===== config.mk =====
export PLATFORM = sky130hd
export DESIGN_NAME = ctl_regfile_sc
export DESIGN_NICKNAME = d
export VERILOG_FILES = /design/src/rtl/ctl_regfile_pkg.sv /design/src/rtl/ctl_regfile_decode.sv /design/src/rtl/ctl_regfile_screg.sv /design/src/rtl/ctl_regfile_plainreg.sv /design/src/rtl/ctl_regfile_rdmux.sv /design/src/rtl/ctl_regfile_sc.sv
export SDC_FILE = /design/constraint.sdc
export NUM_CORES = 1
export LEC_CHECK = 0
export BUFFER_PORTS_ARGS = -buffer_cell sky130_fd_sc_hd__buf_4
export CAP_MARGIN = 5
export CORE_MARGIN = 8
export CORE_UTILIZATION = 55
export DETAILED_ROUTE_END_ITERATION = 10
export PLACE_DENSITY = 0.92
export SETUP_SLACK_MARGIN = 0.02
export SLEW_MARGIN = 0
export SYNTH_ARGS = -nofsm -noshare
export SYNTH_HDL_FRONTEND = slang
export SYNTH_SLANG_ARGS = --single-unit

===== constraint.sdc =====
create_clock -name clk -period 3.1 [get_ports clk]
set_clock_uncertainty 0.2 [all_clocks]
set_input_delay 0.31 -clock clk [delete_from_list [all_inputs] [get_ports clk]]
set_output_delay 0.31 -clock clk [all_outputs]
set_load 0.1 [all_outputs]

===== src/rtl/ctl_regfile_pkg.sv =====
package ctl_regfile_pkg;

  localparam int DATA_W = 32;
  localparam int WIN_W  = 11;
  localparam int IDX_W  = WIN_W - 2;

  typedef logic [DATA_W-1:0] word_t;
  typedef logic [IDX_W-1:0]  widx_t;

  // word indices (byte offset >> 2)
  localparam widx_t IDX_VERSION  = widx_t'(9'h000);
  localparam widx_t IDX_RETRY    = widx_t'(9'h002);
  localparam widx_t IDX_HCTL_SET = widx_t'(9'h014);
  localparam widx_t IDX_HCTL_CLR = widx_t'(9'h015);
  localparam widx_t IDX_EVT_SET  = widx_t'(9'h020);
  localparam widx_t IDX_EVT_CLR  = widx_t'(9'h021);
  localparam widx_t IDX_MSK_SET  = widx_t'(9'h022);
  localparam widx_t IDX_MSK_CLR  = widx_t'(9'h023);

  // set/clear register slots
  localparam int NUM_SC  = 3;
  localparam int SC_HCTL = 0;
  localparam int SC_EVT  = 1;
  localparam int SC_MSK  = 2;

  typedef enum logic [3:0] {
    SEL_NONE,
    SEL_VERSION,
    SEL_RETRY,
    SEL_HCTL_SET,
    SEL_HCTL_CLR,
    SEL_EVT_SET,
    SEL_EVT_CLR,
    SEL_MSK_SET,
    SEL_MSK_CLR
  } rsel_e;

  typedef struct packed {
    logic [NUM_SC-1:0] set_we;
    logic [NUM_SC-1:0] clr_we;
    logic              retry_we;
  } wstrobe_t;

  function automatic rsel_e decode_idx(input widx_t idx);
    rsel_e s;
    case (idx)
      IDX_VERSION:  s = SEL_VERSION;
      IDX_RETRY:    s = SEL_RETRY;
      IDX_HCTL_SET: s = SEL_HCTL_SET;
      IDX_HCTL_CLR: s = SEL_HCTL_CLR;
      IDX_EVT_SET:  s = SEL_EVT_SET;
      IDX_EVT_CLR:  s = SEL_EVT_CLR;
      IDX_MSK_SET:  s = SEL_MSK_SET;
      IDX_MSK_CLR:  s = SEL_MSK_CLR;
      default:      s = SEL_NONE;
    endcase
    return s;
  endfunction

  function automatic logic is_mapped(input widx_t idx);
    return decode_idx(idx) != SEL_NONE;
  endfunction

  // Software set/clear, then hardware set last so it wins a collision.
  function automatic word_t sc_next(input word_t cur, input word_t setm,
                                    input word_t clrm, input word_t hwm);
    return ((cur | setm) & ~clrm) | hwm;
  endfunction

  function automatic word_t masked_view(input word_t evt, input word_t msk);
    return evt & msk;
  endfunction

  function automatic word_t field_write(input word_t cur, input word_t wd,
                                        input word_t wmask);
    return (cur & ~wmask) | (wd & wmask);
  endfunction

endpackage


===== src/rtl/ctl_regfile_decode.sv =====
module ctl_regfile_decode
  import ctl_regfile_pkg::*;
(
  input  widx_t    idx,
  input  logic     wr,
  output rsel_e    sel,
  output wstrobe_t stb
);

  always_comb begin
    sel = decode_idx(idx);
    stb = '0;
    if (wr) begin
      case (sel)
        SEL_RETRY:    stb.retry_we        = 1'b1;
        SEL_HCTL_SET: stb.set_we[SC_HCTL] = 1'b1;
        SEL_HCTL_CLR: stb.clr_we[SC_HCTL] = 1'b1;
        SEL_EVT_SET:  stb.set_we[SC_EVT]  = 1'b1;
        SEL_EVT_CLR:  stb.clr_we[SC_EVT]  = 1'b1;
        SEL_MSK_SET:  stb.set_we[SC_MSK]  = 1'b1;
        SEL_MSK_CLR:  stb.clr_we[SC_MSK]  = 1'b1;
        default:      stb = '0;
      endcase
    end
  end

endmodule


===== src/rtl/ctl_regfile_screg.sv =====
module ctl_regfile_screg
  import ctl_regfile_pkg::*;
#(
  parameter word_t RESET_VAL = '0
) (
  input  logic  clk,
  input  logic  rst,
  input  logic  set_we,
  input  logic  clr_we,
  input  word_t wdata,
  input  word_t hw_set,
  output word_t q
);

  word_t set_mask;
  word_t clr_mask;

  assign set_mask = set_we ? wdata : '0;
  assign clr_mask = clr_we ? wdata : '0;

  always_ff @(posedge clk) begin
    if (rst) q <= RESET_VAL;
    else     q <= sc_next(q, set_mask, clr_mask, hw_set);
  end

endmodule


===== src/rtl/ctl_regfile_plainreg.sv =====
module ctl_regfile_plainreg
  import ctl_regfile_pkg::*;
#(
  parameter word_t WMASK = '1
) (
  input  logic  clk,
  input  logic  rst,
  input  logic  we,
  input  word_t wdata,
  output word_t q
);

  always_ff @(posedge clk) begin
    if (rst)     q <= '0;
    else if (we) q <= field_write(q, wdata, WMASK);
  end

endmodule


===== src/rtl/ctl_regfile_rdmux.sv =====
module ctl_regfile_rdmux
  import ctl_regfile_pkg::*;
#(
  parameter word_t VERSION_VAL = 32'h0001_0000
) (
  input  logic  clk,
  input  logic  rst,
  input  logic  rd,
  input  rsel_e sel,
  input  word_t retry_q,
  input  word_t hctl_q,
  input  word_t evt_q,
  input  word_t msk_q,
  output word_t rdata
);

  word_t rd_val;

  always_comb begin
    case (sel)
      SEL_VERSION:                rd_val = VERSION_VAL;
      SEL_RETRY:                  rd_val = retry_q;
      SEL_HCTL_SET, SEL_HCTL_CLR: rd_val = hctl_q;
      SEL_EVT_SET:                rd_val = evt_q;
      SEL_EVT_CLR:                rd_val = masked_view(evt_q, msk_q);
      SEL_MSK_SET, SEL_MSK_CLR:   rd_val = msk_q;
      default:                    rd_val = '0;
    endcase
  end

  always_ff @(posedge clk) begin
    if (rst)     rdata <= '0;
    else if (rd) rdata <= rd_val;
    else         rdata <= '0;
  end

endmodule


===== src/rtl/ctl_regfile_sc.sv =====
module ctl_regfile_sc
  import ctl_regfile_pkg::*;
#(
  parameter int    ADDR_W      = 32,
  parameter word_t VERSION_VAL = 32'h0001_0000,
  parameter word_t RETRY_WMASK = 32'h0000_FFFF
) (
  input  logic              clk,
  input  logic              rst,
  input  logic [ADDR_W-1:0] bus_addr,
  input  logic              bus_wr,
  input  logic [DATA_W-1:0] bus_wdata,
  input  logic              bus_rd,
  output logic [DATA_W-1:0] bus_rdata,
  input  logic [DATA_W-1:0] hw_event,
  output logic              irq_out
);

  widx_t    acc_idx;
  rsel_e    acc_sel;
  wstrobe_t acc_stb;
  word_t    sc_q [NUM_SC];
  word_t    hctl_q;
  word_t    evt_q;
  word_t    msk_q;
  word_t    retry_q;
  word_t    evt_hits;
  logic     unused_addr_bits;

  // window decode: word index from bits [10:2]
  assign acc_idx          = bus_addr[WIN_W-1:2];
  assign unused_addr_bits = ^{bus_addr[1:0], bus_addr[ADDR_W-1:WIN_W]};

  ctl_regfile_decode u_decode (
    .idx (acc_idx),
    .wr  (bus_wr),
    .sel (acc_sel),
    .stb (acc_stb)
  );

  for (genvar g = 0; g < NUM_SC; g++) begin : g_sc
    word_t hw_in;
    assign hw_in = (g == SC_EVT) ? hw_event : '0;

    ctl_regfile_screg u_reg (
      .clk    (clk),
      .rst    (rst),
      .set_we (acc_stb.set_we[g]),
      .clr_we (acc_stb.clr_we[g]),
      .wdata  (bus_wdata),
      .hw_set (hw_in),
      .q      (sc_q[g])
    );
  end

  ctl_regfile_plainreg #(.WMASK(RETRY_WMASK)) u_retry (
    .clk   (clk),
    .rst   (rst),
    .we    (acc_stb.retry_we),
    .wdata (bus_wdata),
    .q     (retry_q)
  );

  assign hctl_q = sc_q[SC_HCTL];
  assign evt_q  = sc_q[SC_EVT];
  assign msk_q  = sc_q[SC_MSK];

  ctl_regfile_rdmux #(.VERSION_VAL(VERSION_VAL)) u_rdmux (
    .clk     (clk),
    .rst     (rst),
    .rd      (bus_rd),
    .sel     (acc_sel),
    .retry_q (retry_q),
    .hctl_q  (hctl_q),
    .evt_q   (evt_q),
    .msk_q   (msk_q),
    .rdata   (bus_rdata)
  );

  assign evt_hits = masked_view(evt_q, msk_q);
  assign irq_out  = |evt_hits;

endmodule


## Word level (Yosys, flattened, before mapping)

Cells that the tools add are included.

| storage, ports and cells | value |
|---|---|
| bits in registers | 160 |
| latch bits | 0 |
| bits in writable memories | 0 |
| ROM bits | 0 |
| bits of input ports | 100 |
| output and inout bits | 33 |
| word-level logic and storage cells | 54 |
| memories kept | 0 |

| cells by class | value |
|---|---|
| add/sub/neg operators | 0 |
| multiply operators | 0 |
| divide/modulo/power cells | 0 |
| order comparisons | 0 |
| equality and inequality tests | 15 |
| shifts and indexed selects | 0 |
| mux-type cells | 16 |
| bitwise operators | 13 |
| reduce and logical (&&, ||, !) cells | 5 |

Operators with widths:

| cell | count |
|---|---|
| 32-bit 2-to-1 mux | 6 |
| 32-bit case mux with 6 select lines | 1 |
| 32-bit bitwise AND | 4 |
| 32-bit OR | 4 |
| 32-bit inverter | 3 |
| 9-bit by 6-bit == test with 1-bit output, second input constant | 4 |
| 32-bit by 16-bit OR with 32-bit output | 1 |
| 4-bit case mux with 8 select lines | 1 |
| 32-bit OR reduction | 1 |
| 9-bit by 5-bit == test with 1-bit output, second input constant | 2 |
| 4-bit by 3-bit == test with 1-bit output, second input constant | 4 |
| 9-bit by 2-bit == test with 1-bit output, second input constant | 1 |
| 9-bit zero test | 1 |
| 4-bit by 2-bit == test with 1-bit output, second input constant | 2 |
| 1-bit 2-to-1 mux | 7 |
| 7-bit 2-to-1 mux | 1 |
| 2-bit OR reduction | 3 |
| 4-bit by 1-bit == test with 1-bit output, second input constant | 1 |
| 4-bit == test, second input constant | 1 |
| 1-bit inverter | 1 |

## Longest topological paths before layout

| logic depth | value |
|---|---|
| word-level depth | 9 |
| gate-level depth with buffers | 7 |
| depth with buffers taken out | 4 |

## Hierarchy

From an unflattened synthesis, not the netlist that was laid out.

| second synthesis, totals | value |
|---|---|
| cell total of the unflattened synthesis | 843 |
| area, all modules | 8413.1 µm² |

Modules (own cells, without submodules):

| module | times used | cells each | area an instance (µm²) | sequential area each (µm²) |
|---|---|---|---|---|
| ctl_regfile_screg | 3 | 137 | 1682.9 | 640.6 |
| ctl_regfile_rdmux | 1 | 311 | 2277.2 | 640.6 |
| ctl_regfile_plainreg | 1 | 69 | 704.4 | 320.3 |
| ctl_regfile_decode | 1 | 30 | 221.5 | 0.0 |
| ctl_regfile_sc | 1 | 22 | 161.4 | 0.0 |

## Least setup slack after synthesis

Ideal clock, no wire load.

| timing path | value |
|---|---|
| path type | input to register |
| start point | input port bus_addr[10] |
| end point | register g_sc[0].u_reg.q[31] |
| setup time | 0.142 ns |
| arrival time | 1.764 ns |
| required time | 2.758 ns |
| slack | 0.994 ns |
| stages on the path | 5 |
| path buffers | 2 |
| cells stage by stage | or4_1 buf_2 nor3_4 clkbuf_1 a311oi_1 |

| between the ends | value |
|---|---|
| longest elaborated chain between the ends | 8 |
| elaborated cells between the ends (all ways) | 19 |
| those cells by class | eq/ne (9); mux (6); bitwise (3); reduce/logical (1) |

RTL lines:

| element | RTL line | text |
|---|---|---|
| from (decl) | ctl_regfile_sc.sv:10 | `input logic [ADDR_W-1:0] bus_addr,` |
| 9-bit by 6-bit == test with 1-bit output (tied with other cells) | ctl_regfile_pkg.sv:46 | `case (idx)` |
| 4-bit case mux with 8 select lines * | ctl_regfile_pkg.sv:46 |  |
| 4-bit by 2-bit == test with 1-bit output / 4-bit by 3-bit == test with 1-bit output (equally long branches) | ctl_regfile_decode.sv:14 | `case (sel)` |
| 1-bit 2-to-1 mux | ctl_regfile_decode.sv:14 |  |
| 7-bit 2-to-1 mux * | ctl_regfile_decode.sv:13 | `if (wr) begin` |
| 32-bit 2-to-1 mux, on equally long branches | ctl_regfile_screg.sv:18, ctl_regfile_screg.sv:19 |  |
| 32-bit OR / 32-bit inverter (equally long branches) | ctl_regfile_pkg.sv:67 | `return ((cur \| setm) & ~clrm) \| hwm;` |
| 32-bit bitwise AND * | ctl_regfile_pkg.sv:67 |  |
| to (signal assigned) | ctl_regfile_screg.sv:23 | `else q <= sc_next(q, set_mask, clr_mask, hw_set);` |
| to (decl) | ctl_regfile_screg.sv:12 | `output word_t q` |

Mark *: on every way between the ends. The rest lies on a longest branch, timed or not.
A chain may end at the register's enable or synchronous reset.

## Worst setup path after layout

| timing path | value |
|---|---|
| start point | register g_sc[2].u_reg.q[27] |
| end point | output port irq_out |

| between the ends | value |
|---|---|
| longest elaborated chain between the ends | 2 |

RTL lines:

| element | RTL line | text |
|---|---|---|
| from (decl) | ctl_regfile_screg.sv:12 |  |
| from (signal assigned) | ctl_regfile_screg.sv:23 |  |
| 32-bit bitwise AND | ctl_regfile_pkg.sv:71 | `return evt & msk;` |
| 32-bit OR reduction | ctl_regfile_sc.sv:81 | `assign irq_out = \|evt_hits;` |
| to (decl) | ctl_regfile_sc.sv:16 | `output logic irq_out` |

No other way between the ends.

==> flow_summary.toml <==
[run_status]
status = "complete, no violations"

[sta]
tightest_slew_ps = 633
rsz0062_at_grt = "false"
timing.fmax_mhz = 364
slew_violations = 0
hold_viol = 0
relSlewSlack = 0.567
finalCritPeriodShare = 0.887
setup_violations = 0
fin_crit_ps = 2750
tns_ps = 0

[final_layout]
fin_area_mm2 = 0.00829
drive_gt1_frac = 0.237
area_growth_pct = 37.7
multi_input_area_mm2 = 0.00288
nNetsFinal = 872
diodes = 0
nFillCells = 618
regArea_mm2 = 0.00288
final_common_cell = "dfxtp_1"
final_cell_mix = "dfxtp_1 (144), buf_4 (126), a21oi_1 (96), dlygate4sd3_1 (73), a211oi_1 (46)"
finish.utilization = 0.772

[synth]
synth_warnings = 0
syn_avg_cell_area_um2 = 9.81
ys_ff_latch = 144
synth-edff-count = 0
yosysSeqAreaShare = 0.479
synth_top_cell_area_share = 0.479
yosys.area.top_type = "dfxtp_1"
ys.flop_type = "dfxtp_1"
synth_fp_nets = 714
synth_area_mm2 = 0.00602
synth_cell_types = 41
async_flop_share = 0
syn_inst = 614
synth_area_leaders = "dfxtp_1 (48%), a21oi_1 (8.0%), a211oi_1 (5.7%), a311oi_1 (4.7%), o221ai_1 (3.9%)"

[pwr]
total_power_uw = 4490
p_seq_frac = 0.428
clkPwrFrac = 0.488
p_switching_uw = 1080
irDropWorstVdd_uv = 308
p_leak_uw = 0.00307
pwr-share-comb = 0.085
intPower_uw = 3410
swShare = 0.240
powerDensity_mw_per_mm2 = 541

[detailed_routing]
dr.first_iter.drc_count = 1605
dr_wl_met2_um = 10700
postRouteAntennaNets = 0
wire_per_inst_um = 25.1
first_pass_iters = 9
drc = 0
postRouteWirelength_um = 23300
dr_wl_met3_um = 2930
vias = 6765
viasPerCell = 7.31
met1_length_um = 8210
highest_layer = "met4"

[setup_path]
end_kind = "output pin"
max_stage_delay_ps = 560
path_max_fanout = 3
crit_family = "simple AND/OR/NAND/NOR gates"
startpoint_type = "register"
regToRegSetupSlack_ps = 1380
path_class = "reg2out"
slowest_stage = "or4_1"
cp_cell_sequence = "a22oi_1, nand4_1, or4_1, buf_4"
worstPathArrival_ps = 2240
worstPathRequired_ps = 2590
critPathBufInv = 1

[placed_design]
port_buffers = 109
place_area_mm2 = 0.00693
hpwl_um = 12300
gp_congestion = 0.854

[clock_network]
clock_path_buffers = 2
cts.clk_slew.worst_paths_ps = 60
tritoncts = "yes"
cts_max_level = 4
numCtsBuffers = 17
cts_setup_buffers = 0
clkLatencyLatePin_ps = 550
numClockSinks = 144
cts_root_buf = "clkbuf_8"

[die]
fp-row-count = 38
die-height_um = 121
die_w_um = 121
start_util = 0.561
die_area_mm2 = 0.0146
core_area_mm2 = 0.0107
ioPinCount = 133

[grt]
grt_overflow = 0
antenna_found_initial = 0
grt_max_degree = 65
grt_pass1_wl_um = 37000
grt_pass1_vias = 6777
track_usage = 0.318

[min_path]
min_path_type = "in2reg"

[run]
drv_cap = 0
-- what timing repair did --
action,CTS,global route
resized for setup,0,0
hold buffers,73,0
hold endpoints to repair,112,0
-- area by class of cell --
cell class	count	share of cell area
Tap cell	140	0.0211
Sequential cell	144	0.348
Inverter	3	0.00136
Multi-Input combinational cell	405	0.347
Timing Repair Buffer	201	0.207
Clock buffer	18	0.0516
Clock inverter	14	0.0244
-- logic make-up (layout without fill, tap and decap cells) --
family	count (synthesis)	in the layout	share of synthesized area
flip-flops	144	144	0.479
AND/OR/NAND/NOR	90	90	0.0929
multiplexers	16	16	0.0266
AO/OA/AOI/OAI	299	299	0.354
buffers and inverters	65	236	0.0480
-- cell usage after synthesis (all sizes together), types with 3 or more instances --
| cell | n |
|---|---|
| a21oi | 96 |
| nor3 | 18 |
| mux2i | 16 |
| buf | 20 |
| nand2 | 18 |
| o221ai | 27 |
| a311oi | 32 |
| a31oi | 18 |
| a21o | 3 |
| nand2b | 3 |
| nand4 | 5 |
| nor2 | 20 |
| a32oi | 7 |
| o21ba | 18 |
| dfxtp | 144 |
| a22oi | 29 |
| a211oi | 46 |
| clkbuf | 42 |
| and4b | 14 |
| a41oi | 18 |
-- stage by stage --
stage                     std cells  worst slack [ps]  hold slack [ps]
after CTS                       925               450             15.7
after global placement          820               578              245
after detailed placement        820               515              251
after global routing            925               356             53.9
after floorplan                 614               994              207
final                           925               351             46.8
-- final timing paths --
check | depth (start not counted) | startpoint | endpoint
setup / recovery | 4 | g_sc[2].u_reg.q[27]$_SDFF_PP0_ | irq_out
setup reg to reg | 4 | g_sc[1].u_reg.q[27]$_SDFF_PP0_ | g_sc[1].u_reg.q[27]$_SDFF_PP0_
hold reg to reg | 2 | g_sc[0].u_reg.q[29]$_SDFF_PP0_ | u_rdmux.rdata[29]$_SDFF_PP0_
hold / removal | 2 | rst | u_retry.q[14]$_SDFFE_PP0P_
-- registers in the layout, summed over array words and instances, names as in the netlist --
register       count
u_rdmux.rdata     32
g_sc.u_reg.q      96
u_retry.q         16
-- power by group through the flow --
stage          clock, uW  combinational, uW  sequential [uW]
5_1_grt             2270                396             1920
6_report            2190                379             1920
3_3_place_gp           0                262             1950
3_5_place_dp           0                273             1960
2_1_floorplan          0                123             1940
4_1_cts             2180                353             1920
-- routing by layer --
metal | global-route usage | vias to the layer above
met1 | 0.384 | 3110
met5 | 0 | -
li1 | - | 2785
met4 | 0.152 | 0
met3 | 0.102 | 201
met2 | 0.504 | 669
Power figures use the tool's default switching activity.
